### src/rtl/dbic_pkg.sv
`timescale 1ns/1ps
package dbic_pkg;
  // register offsets within a bank (addr[3:0])
  localparam logic [3:0] OFS_EVT = 4'h0;
  localparam logic [3:0] OFS_MSK = 4'h4;
  localparam logic [3:0] OFS_ACK = 4'h8;
  localparam logic [3:0] OFS_LVL = 4'hC;
  // address of bank index 0
  localparam logic [11:0] BANK_BASE = 12'h010;
endpackage

### src/rtl/dbic_sync.sv
`timescale 1ns/1ps
module dbic_sync #(
  parameter int W      = 64,
  parameter int STAGES = 2
) (
  input  logic         clk,
  input  logic         rst_n,
  input  logic [W-1:0] d,
  output logic [W-1:0] q
);
  logic [W-1:0] stg [STAGES];

  always_ff @(posedge clk or negedge rst_n) begin
    if (!rst_n) begin
      for (int i = 0; i < STAGES; i++) stg[i] <= '0;
    end else begin
      stg[0] <= d;
      for (int i = 1; i < STAGES; i++) stg[i] <= stg[i-1];
    end
  end

  assign q = stg[STAGES-1];
endmodule

### src/rtl/dbic_decode.sv
`timescale 1ns/1ps
module dbic_decode
  import dbic_pkg::*;
#(
  parameter int ADDR_W    = 12,
  parameter int NUM_BANKS = 2,
  parameter int SEL_W     = 1
) (
  input  logic [ADDR_W-1:0] addr,
  output logic              hit,
  output logic [SEL_W-1:0]  sel,
  output logic [3:0]        ofs
);
  localparam int IDX_W = ADDR_W - 4;

  logic [ADDR_W-1:0] rel;
  logic [IDX_W-1:0]  idx;

  always_comb begin
    rel = addr - ADDR_W'(BANK_BASE);
    idx = rel[ADDR_W-1:4];
    hit = (idx < IDX_W'(NUM_BANKS));
    sel = idx[SEL_W-1:0];
    ofs = rel[3:0];
  end
endmodule

### src/rtl/dbic_bank.sv
`timescale 1ns/1ps
module dbic_bank #(
  parameter int           W  = 32,
  parameter logic [W-1:0] LT = '0
) (
  input  logic         clk,
  input  logic         rst_n,
  input  logic [W-1:0] smp,
  input  logic         msk_we,
  input  logic         ack_we,
  input  logic [W-1:0] wdata,
  output logic [W-1:0] evt_o,
  output logic [W-1:0] lvl_o,
  output logic [W-1:0] msk_o,
  output logic         pend_o
);
  logic [W-1:0] evt_q, evt_d;
  logic [W-1:0] lvl_q;
  logic [W-1:0] msk_q;
  logic [W-1:0] ack_clr, rise;

  // next state: acknowledge first, then a fresh edge sets (set wins)
  always_comb begin
    ack_clr = ack_we ? (wdata & ~LT) : '0;
    rise    = smp & ~lvl_q & ~LT;
    evt_d   = (evt_q & ~ack_clr) | rise;
  end

  always_ff @(posedge clk or negedge rst_n) begin
    if (!rst_n) begin
      evt_q <= '0;
      lvl_q <= '0;
    end else begin
      evt_q <= evt_d;
      lvl_q <= smp;
    end
  end

  always_ff @(posedge clk or negedge rst_n) begin
    if (!rst_n)      msk_q <= '0;
    else if (msk_we) msk_q <= wdata;
  end

  assign evt_o  = evt_q;
  assign lvl_o  = lvl_q;
  assign msk_o  = msk_q;
  assign pend_o = |((evt_q | (lvl_q & LT)) & msk_q);
endmodule

### src/rtl/dual_bank_irq_ctrl.sv
`timescale 1ns/1ps
module dual_bank_irq_ctrl
  import dbic_pkg::*;
#(
  parameter int NUM_BANKS   = 2,
  parameter int BANK_W      = 32,
  parameter int ADDR_W      = 12,
  parameter int SYNC_STAGES = 2,
  parameter logic [NUM_BANKS*BANK_W-1:0] LT_CFG = {32'h1FF0_0000, 32'h0000_0000}
) (
  input  logic                        clk,
  input  logic                        rst_n,
  input  logic [NUM_BANKS*BANK_W-1:0] irq_in,
  input  logic                        bus_req,
  input  logic                        bus_we,
  input  logic [ADDR_W-1:0]           bus_addr,
  input  logic [BANK_W-1:0]           bus_wdata,
  output logic [BANK_W-1:0]           bus_rdata,
  output logic                        cpu_irq
);
  localparam int NUM_IN = NUM_BANKS * BANK_W;
  localparam int SEL_W  = (NUM_BANKS > 1) ? $clog2(NUM_BANKS) : 1;

  // reset: asserted asynchronously, released on the clock
  logic [1:0] rst_pipe;
  logic       rst_core_n;

  always_ff @(posedge clk or negedge rst_n) begin
    if (!rst_n) rst_pipe <= 2'b00;
    else        rst_pipe <= {rst_pipe[0], 1'b1};
  end
  assign rst_core_n = rst_pipe[1];

  logic [NUM_IN-1:0] irq_s;

  dbic_sync #(.W(NUM_IN), .STAGES(SYNC_STAGES)) sync_i (
    .clk(clk), .rst_n(rst_core_n), .d(irq_in), .q(irq_s)
  );

  logic             hit;
  logic [SEL_W-1:0] sel;
  logic [3:0]       ofs;

  dbic_decode #(.ADDR_W(ADDR_W), .NUM_BANKS(NUM_BANKS), .SEL_W(SEL_W)) dec_i (
    .addr(bus_addr), .hit(hit), .sel(sel), .ofs(ofs)
  );

  logic [BANK_W-1:0]  evt_arr [NUM_BANKS];
  logic [BANK_W-1:0]  lvl_arr [NUM_BANKS];
  logic [BANK_W-1:0]  msk_arr [NUM_BANKS];
  logic [NUM_BANKS-1:0] pend;
  logic [NUM_IN-1:0]  evt_all, lvl_all, msk_all;

  logic wr_hit;
  assign wr_hit = bus_req & bus_we & hit;

  for (genvar b = 0; b < NUM_BANKS; b++) begin : g_bank
    logic me, ae;
    assign me = wr_hit & (sel == SEL_W'(b)) & (ofs == OFS_MSK);
    assign ae = wr_hit & (sel == SEL_W'(b)) & (ofs == OFS_ACK);

    // inputs map to banks in reverse order
    dbic_bank #(.W(BANK_W), .LT(LT_CFG[b*BANK_W +: BANK_W])) bank_i (
      .clk    (clk),
      .rst_n  (rst_core_n),
      .smp    (irq_s[(NUM_BANKS-1-b)*BANK_W +: BANK_W]),
      .msk_we (me),
      .ack_we (ae),
      .wdata  (bus_wdata),
      .evt_o  (evt_arr[b]),
      .lvl_o  (lvl_arr[b]),
      .msk_o  (msk_arr[b]),
      .pend_o (pend[b])
    );

    assign evt_all[b*BANK_W +: BANK_W] = evt_arr[b];
    assign lvl_all[b*BANK_W +: BANK_W] = lvl_arr[b];
    assign msk_all[b*BANK_W +: BANK_W] = msk_arr[b];
  end

  // read path and interrupt output: next state
  logic [BANK_W-1:0] rd_d;
  logic              irq_d;

  always_comb begin
    rd_d = '0;
    if (bus_req && !bus_we && hit) begin
      unique case (ofs)
        OFS_EVT: rd_d = evt_arr[sel];
        OFS_MSK: rd_d = msk_arr[sel];
        OFS_LVL: rd_d = lvl_arr[sel];
        default: rd_d = '0;
      endcase
    end
    irq_d = |pend;
  end

  always_ff @(posedge clk or negedge rst_core_n) begin
    if (!rst_core_n) begin
      bus_rdata <= '0;
      cpu_irq   <= 1'b0;
    end else begin
      bus_rdata <= rd_d;
      cpu_irq   <= irq_d;
    end
  end
endmodule

### config.mk
export PLATFORM = sky130hd
export DESIGN_NAME = dual_bank_irq_ctrl
export DESIGN_NICKNAME = d
export VERILOG_FILES = /design/src/rtl/dbic_pkg.sv /design/src/rtl/dbic_sync.sv /design/src/rtl/dbic_decode.sv /design/src/rtl/dbic_bank.sv /design/src/rtl/dual_bank_irq_ctrl.sv
export SDC_FILE = /design/constraint.sdc
export NUM_CORES = 1
export LEC_CHECK = 0
export CAP_MARGIN = 30
export CORE_ASPECT_RATIO = 1.2
export CORE_MARGIN = 2
export CORE_UTILIZATION = 40
export DETAILED_ROUTE_END_ITERATION = 12
export GPL_TIMING_DRIVEN = 0
export PLACE_DENSITY = 0.64
export SYNTH_ARGS = -nofsm -noshare
export SYNTH_HDL_FRONTEND = slang
export SYNTH_SLANG_ARGS = --single-unit
### constraint.sdc
create_clock -name clk -period 13.7 [get_ports clk]
set_clock_uncertainty 0.15 [all_clocks]
set_input_delay 4.11 -clock clk [delete_from_list [all_inputs] [get_ports clk]]
set_output_delay 4.11 -clock clk [all_outputs]
set_load 0.01 [all_outputs]
Yosys cells after proc, flatten, opt, wreduce, memory -nomap -nowiden:

Index checks and enable logic that the tools add are counted.

* flip-flop bits (word level): 355
* bits of input ports: 112
* output and inout port bits: 33

* add/sub/neg operators: 1
* order comparisons: 2
* equality and inequality tests: 3
* multiplexer cells: 13
* bitwise operators: 23
* reduce and logical (&&, ||, !) cells: 5

Operator list (count)
* $mux 32: 12
* $and 32x32->32: 6
* $not 32->32: 4
* $pmux 32 s3: 1
* $or 32x32->32: 2
* $reduce_or 64->1: 1
* $or 32x29->32: 1
* $sub 12x5->12 const B: 1
* $and 1x1->1: 8
* $eq 4x4->1 const B: 2
* $lt 8x2->1 const B: 1
* $eq 4x3->1 const B: 1
* $logic_not 4->1: 1
* $ge 2x2->1 const B: 1
* $logic_and 1x1->1: 2
* $not 1->2: 1
* $logic_not 1->1: 1
* $not 1->1: 1

Longest topological paths before layout:

* word-level depth: 9
* depth in mapped cells: 9
* gate-level depth less buffers: 6

Hierarchy:

A second synthesis with hierarchy kept.

* cells, all modules: 1005
* area total of the unflattened synthesis: 13092.6 sq um

By module, submodules not included
* dbic_sync: instances 1, cells each 192, area an instance 3683.5 sq um
* dbic_bank (g_bank[0].bank_i): instances 1, cells each 284, area an instance 3475.8 sq um
* dbic_bank (g_bank[1].bank_i): instances 1, cells each 248, area an instance 3171.8 sq um
* dual_bank_irq_ctrl: instances 1, cells each 268, area an instance 2667.6 sq um
* dbic_decode: instances 1, cells each 13, area an instance 93.8 sq um

Least setup slack after synthesis:

No wires, ideal clock.

* path kind: input port to flip-flop
* from: input bus_addr[4]
* to: register g_bank[1].bank_i.msk_q[13]
* data arrival time: 6164 ps
* slack: 7258 ps
* stages on the path: 9
* path through: clkbuf_1 -> inv_1 -> clkbuf_1 -> ha_1 -> nor2b_1 -> nor4b_2 -> nand4_1 -> buf_2 -> mux2_1

* longest elaborated chain between the ends: 5

RTL lines
* from (decl): RTL line dual_bank_irq_ctrl.sv:16 `input logic [ADDR_W-1:0] bus_addr,`
* $sub 12x5->12 (*): RTL line dbic_decode.sv:20 `rel = addr - ADDR_W'(BANK_BASE);`
* $lt 8x2->1: RTL line dbic_decode.sv:22 `hit = (idx < IDX_W'(NUM_BANKS));`
* $and 1x1->1: RTL line dual_bank_irq_ctrl.sv:55 `assign wr_hit = bus_req & bus_we & hit;`
* $and 1x1->1 (*) (2 in series): RTL line dual_bank_irq_ctrl.sv:59 `assign me = wr_hit & (sel == SEL_W'(b)) & (ofs == OFS_MSK);`
* to (signal assigned): RTL line dbic_bank.sv:41 `else if (msk_we) msk_q <= wdata;`
* to (decl): RTL line dbic_bank.sv:19 `logic [W-1:0] msk_q;`

Mark *: on every way between the ends. The rest lies on a longest branch, timed or not.
A chain may end at the register's enable or synchronous reset.

Worst setup path after layout:

* from: input bus_addr[4]
* to: register bus_rdata[31]

* longest elaborated chain between the ends: 7
* elaborated cells on any way between the ends: 15
* those cells by class: add/sub: 1; order compare: 1; mux: 11; bitwise: 1; reduce/logical: 1

RTL lines
* $sub 12x5->12 (*): RTL line dbic_decode.sv:20
* parallel branches: the longest is 5 deep, another holds $lt 8x2->1
* $mux 32 (*): RTL line dual_bank_irq_ctrl.sv:87 `if (bus_req && !bus_we && hit) begin`
* named net rd_d[31]: RTL line dual_bank_irq_ctrl.sv:82 `logic [BANK_W-1:0] rd_d;`
* to (signal assigned): RTL line dual_bank_irq_ctrl.sv:103 `bus_rdata <= rd_d;`
* to (decl): RTL line dual_bank_irq_ctrl.sv:18 `output logic [BANK_W-1:0] bus_rdata,`

Mark *: on every way through the listed nets, which the timed path passes. The select of a mux whose other input is x is not followed.

==> flow_summary.json <==
{
  "dpl_cell_area_um2": 14260,
  "reg2reg_setup_slack_ns": 11.46,
  "drt_first_pass_iters": 7,
  "routed_wl_um": 32330,
  "cp_data_arrival_time_ns": 8.26,
  "cts_sinks": 346,
  "drv_slew": 0,
  "cts_setup_buffers": 0,
  "clk_pin_slew_ns": 0.06,
  "stdcell_count": 1419,
  "setup_viol": 0,
  "synth-main-ff-cell": "dfrtp_1",
  "syn_area_um2": 12170,
  "grt_overflow": 0,
  "cp-startpoint": "bus_addr[4]",
  "min_path_type": "reg2async",
  "grt_antenna_before_repair": 4,
  "syn2layout_area_growth_pct": 26.41,
  "fp.dieW_um": 163.3,
  "nets": 1118,
  "power.density_nw_per_um2": 136.0,
  "fmax_mhz": 123.8,
  "synth_top_area_share_pct": 71.13,
  "io_pins": 145,
  "synth.distinct_cells": 31,
  "critPathKind": "in2reg",
  "avgSynthCellArea_um2": 14.88,
  "htreeDepth": 2,
  "rr_startpoint": "g_bank[1].bank_i.evt_o[30]",
  "status": "complete, no violations",
  "synth-seq-area-share_pct": 71.13,
  "cp.required_ns": 13.88,
  "gp_congestion": 0.8900,
  "period_share_pct": 58.96,
  "drc": 0,
  "p_leak_nw": 6.577,
  "syn_inst": 818,
  "hpwlAfterDp_um": 21830,
  "die_y_um": 195.1,
  "tightest_slew_ns": 0.8887,
  "synth-edff-count": 0,
  "cts_made_buffers": 35,
  "min_period_ns": 8.077,
  "root_buffer": "clkbuf_16",
  "synth_area_leaders": "dfrtp_1 (71%), mux2_2 (5.6%), a221o_1 (4.5%), a221oi_1 (4.3%), nor2b_1 (3.0%)",
  "rows": 69,
  "finalHoldViolCount": 0,
  "syn_nets": 931,
  "r2r_cells": 4,
  "start_util_pct": 40.87,
  "clock_path_buffers": 3,
  "grt_pass1_wl_um": 48910,
  "post_route_cells_drive_above_1_share_pct": 13.13,
  "drtIter0Drc": 721,
  "r2r_end": "cpu_irq",
  "dieArea_um2": 31850,
  "cts_tree": "done",
  "synth_top_area_cell": "dfrtp_1",
  "cap_violations": 0,
  "synth-async-reset-ratio_pct": 100.0,
  "route.vias.total": 7925,
  "vias_per_cell": 5.585,
  "stdcell_area_um2": 15390,
  "gr-usage-all-layers_pct": 20.58,
  "placed_cells": 1358,
  "coreArea_um2": 29780,
  "clk_latency_ns": 0.50,
  "start_kind": "input port",
  "wl_per_cell_um": 22.79,
  "fillers": 2485,
  "max_slew_margin_pct": 40.75,
  "vdd.ir_drop.worst_mv": 0.08787,
  "io_buffers": 142,
  "yosysWarnings": 0,
  "grt_pass1_vias": 8194,
  "crit_path_max_fanout": 10,
  "cp-end-kind": "register",
  "cts_resized": 0,
  "grt_max_degree": 74,
  "setup_tns_ns": 0,
  "ctsHoldBuffers": 0,
  "rsz0062_at_grt": "no",
  "yosys_register_bits": 346,
  "ant_nets": 0
}
[metrics by stage]
step	setup slack (ns)	util (%)	power [mW]	hold slack (ns)
after CTS	5.802	51.65	2.116	0.1159
after floorplan	3.193	-	1.121	0.1812
after global routing	5.601	51.66	2.170	0.1448
after global placement	-0.2641	47.28	1.179	0.1836
final	5.623	51.66	2.093	0.1032
after detailed placement	5.272	47.89	1.186	0.1137
[power by group]
group / switching (mW) / internal, mW / leakage (nW) / total, mW
Sequential: 0.0175 / 1.05 / 4.10 / 1.07
Combinational: 0.0515 / 0.0462 / 1.93 / 0.0976
Clock: 0.377 / 0.549 / 0.556 / 0.926
Total: 0.446 / 1.65 / 6.58 / 2.09
[flip-flops by register name (all words and copies together), names as in the netlist]
signal / cells
g_bank.bank_i.lvl_o: 64
sync_i.q: 64
g_bank.bank_i.evt_o: 55
sync_i.stg: 64
cpu_irq: 1
rst_pipe: 2
bus_rdata: 32
g_bank.bank_i.msk_o: 64
[cells in the final DEF (no fill, tap or decap), types with 3 or more instances in the layout]
| cell type | count |
|---|---|
| a211oi_1 | 31 |
| a21oi_1 | 9 |
| a221o_1 | 55 |
| a221oi_1 | 60 |
| a222oi_1 | 12 |
| a22o_1 | 27 |
| a22oi_1 | 9 |
| buf_16 | 6 |
| buf_2 | 11 |
| clkbuf_1 | 38 |
| clkbuf_16 | 37 |
| clkbuf_8 | 7 |
| clkdlybuf4s50_1 | 142 |
| clkinv_2 | 7 |
| dfrtp_1 | 345 |
| inv_1 | 57 |
| mux2_1 | 3 |
| mux2_2 | 61 |
| nand2_1 | 25 |
| nand4_1 | 7 |
| nor2b_1 | 58 |
| nor3_1 | 3 |
[layout make-up]
cell class              count  area [um2]  share of cell area (%)
multi-input cells         374        3134                   20.37
plain buffers              41       166.4                   1.081
clock inverters             9       72.57                  0.4716
diodes                      1       2.502                 0.01626
inverters                  57       214.0                   1.390
clock buffers              51        1049                   6.814
flip-flops and latches    346        8662                   56.29
repair buffers            150        1599                   10.39
well taps                 390       488.0                   3.171
[critical path: stages]
cell and delay [ns]:
clkdlybuf4s50_1 0.60, clkbuf_1 0.45, inv_1 0.14, clkbuf_1 0.41, ha_1 0.37, nor2b_1 0.14, nor4b_2 0.59, nand3_1 0.36
clkbuf_1 0.47, a221oi_1 0.60
[synth_stat cells, drive strengths merged (3+ instances only)]
cell,count
dfrtp,346
a22oi,9
mux2,64
a21oi,9
nor3,3
clkbuf,31
buf,10
a221o,55
a22o,27
nand2,25
a211oi,31
a222oi,12
inv,57
a221oi,60
nand4,7
nor2b,58
[routing by layer]
metal  routed length (um)  global-route usage (%)  share of wire (%)
met4                 1335                   8.653                4.1
met1                13080                   27.30                 40
met2                14950                   31.88                 46
met3                 2938                   5.714                9.1
met5                   34                       0               0.11
[worst max-delay path by stage]
stage / to / slack (ns) / cells after the start
after floorplan: bus_rdata[0] / 3.19 / 0
after global placement: bus_rdata[30] / -0.26 / 0
after detailed placement: bus_rdata[29] / 5.27 / 10
after CTS: bus_rdata[29] / 5.80 / 10
after global routing: bus_rdata[1] / 5.60 / 10
final: bus_rdata[31] / 5.62 / 10
[cells by family (layout without fill, tap and decap cells)]
kind of cell	after synthesis	count (layout)	synth area share [%]
buffers and inverters	98	308	3.125
multiplexers	64	64	5.920
AND/OR/NAND/NOR	103	103	4.965
other	1	2	0.03081
adder cells (fa/ha/maj)	1	1	0.1028
AO/OA/AOI/OAI	205	205	14.73
flip-flops	346	346	71.13
No activity file was read; power rests on OpenSTA's default activity.
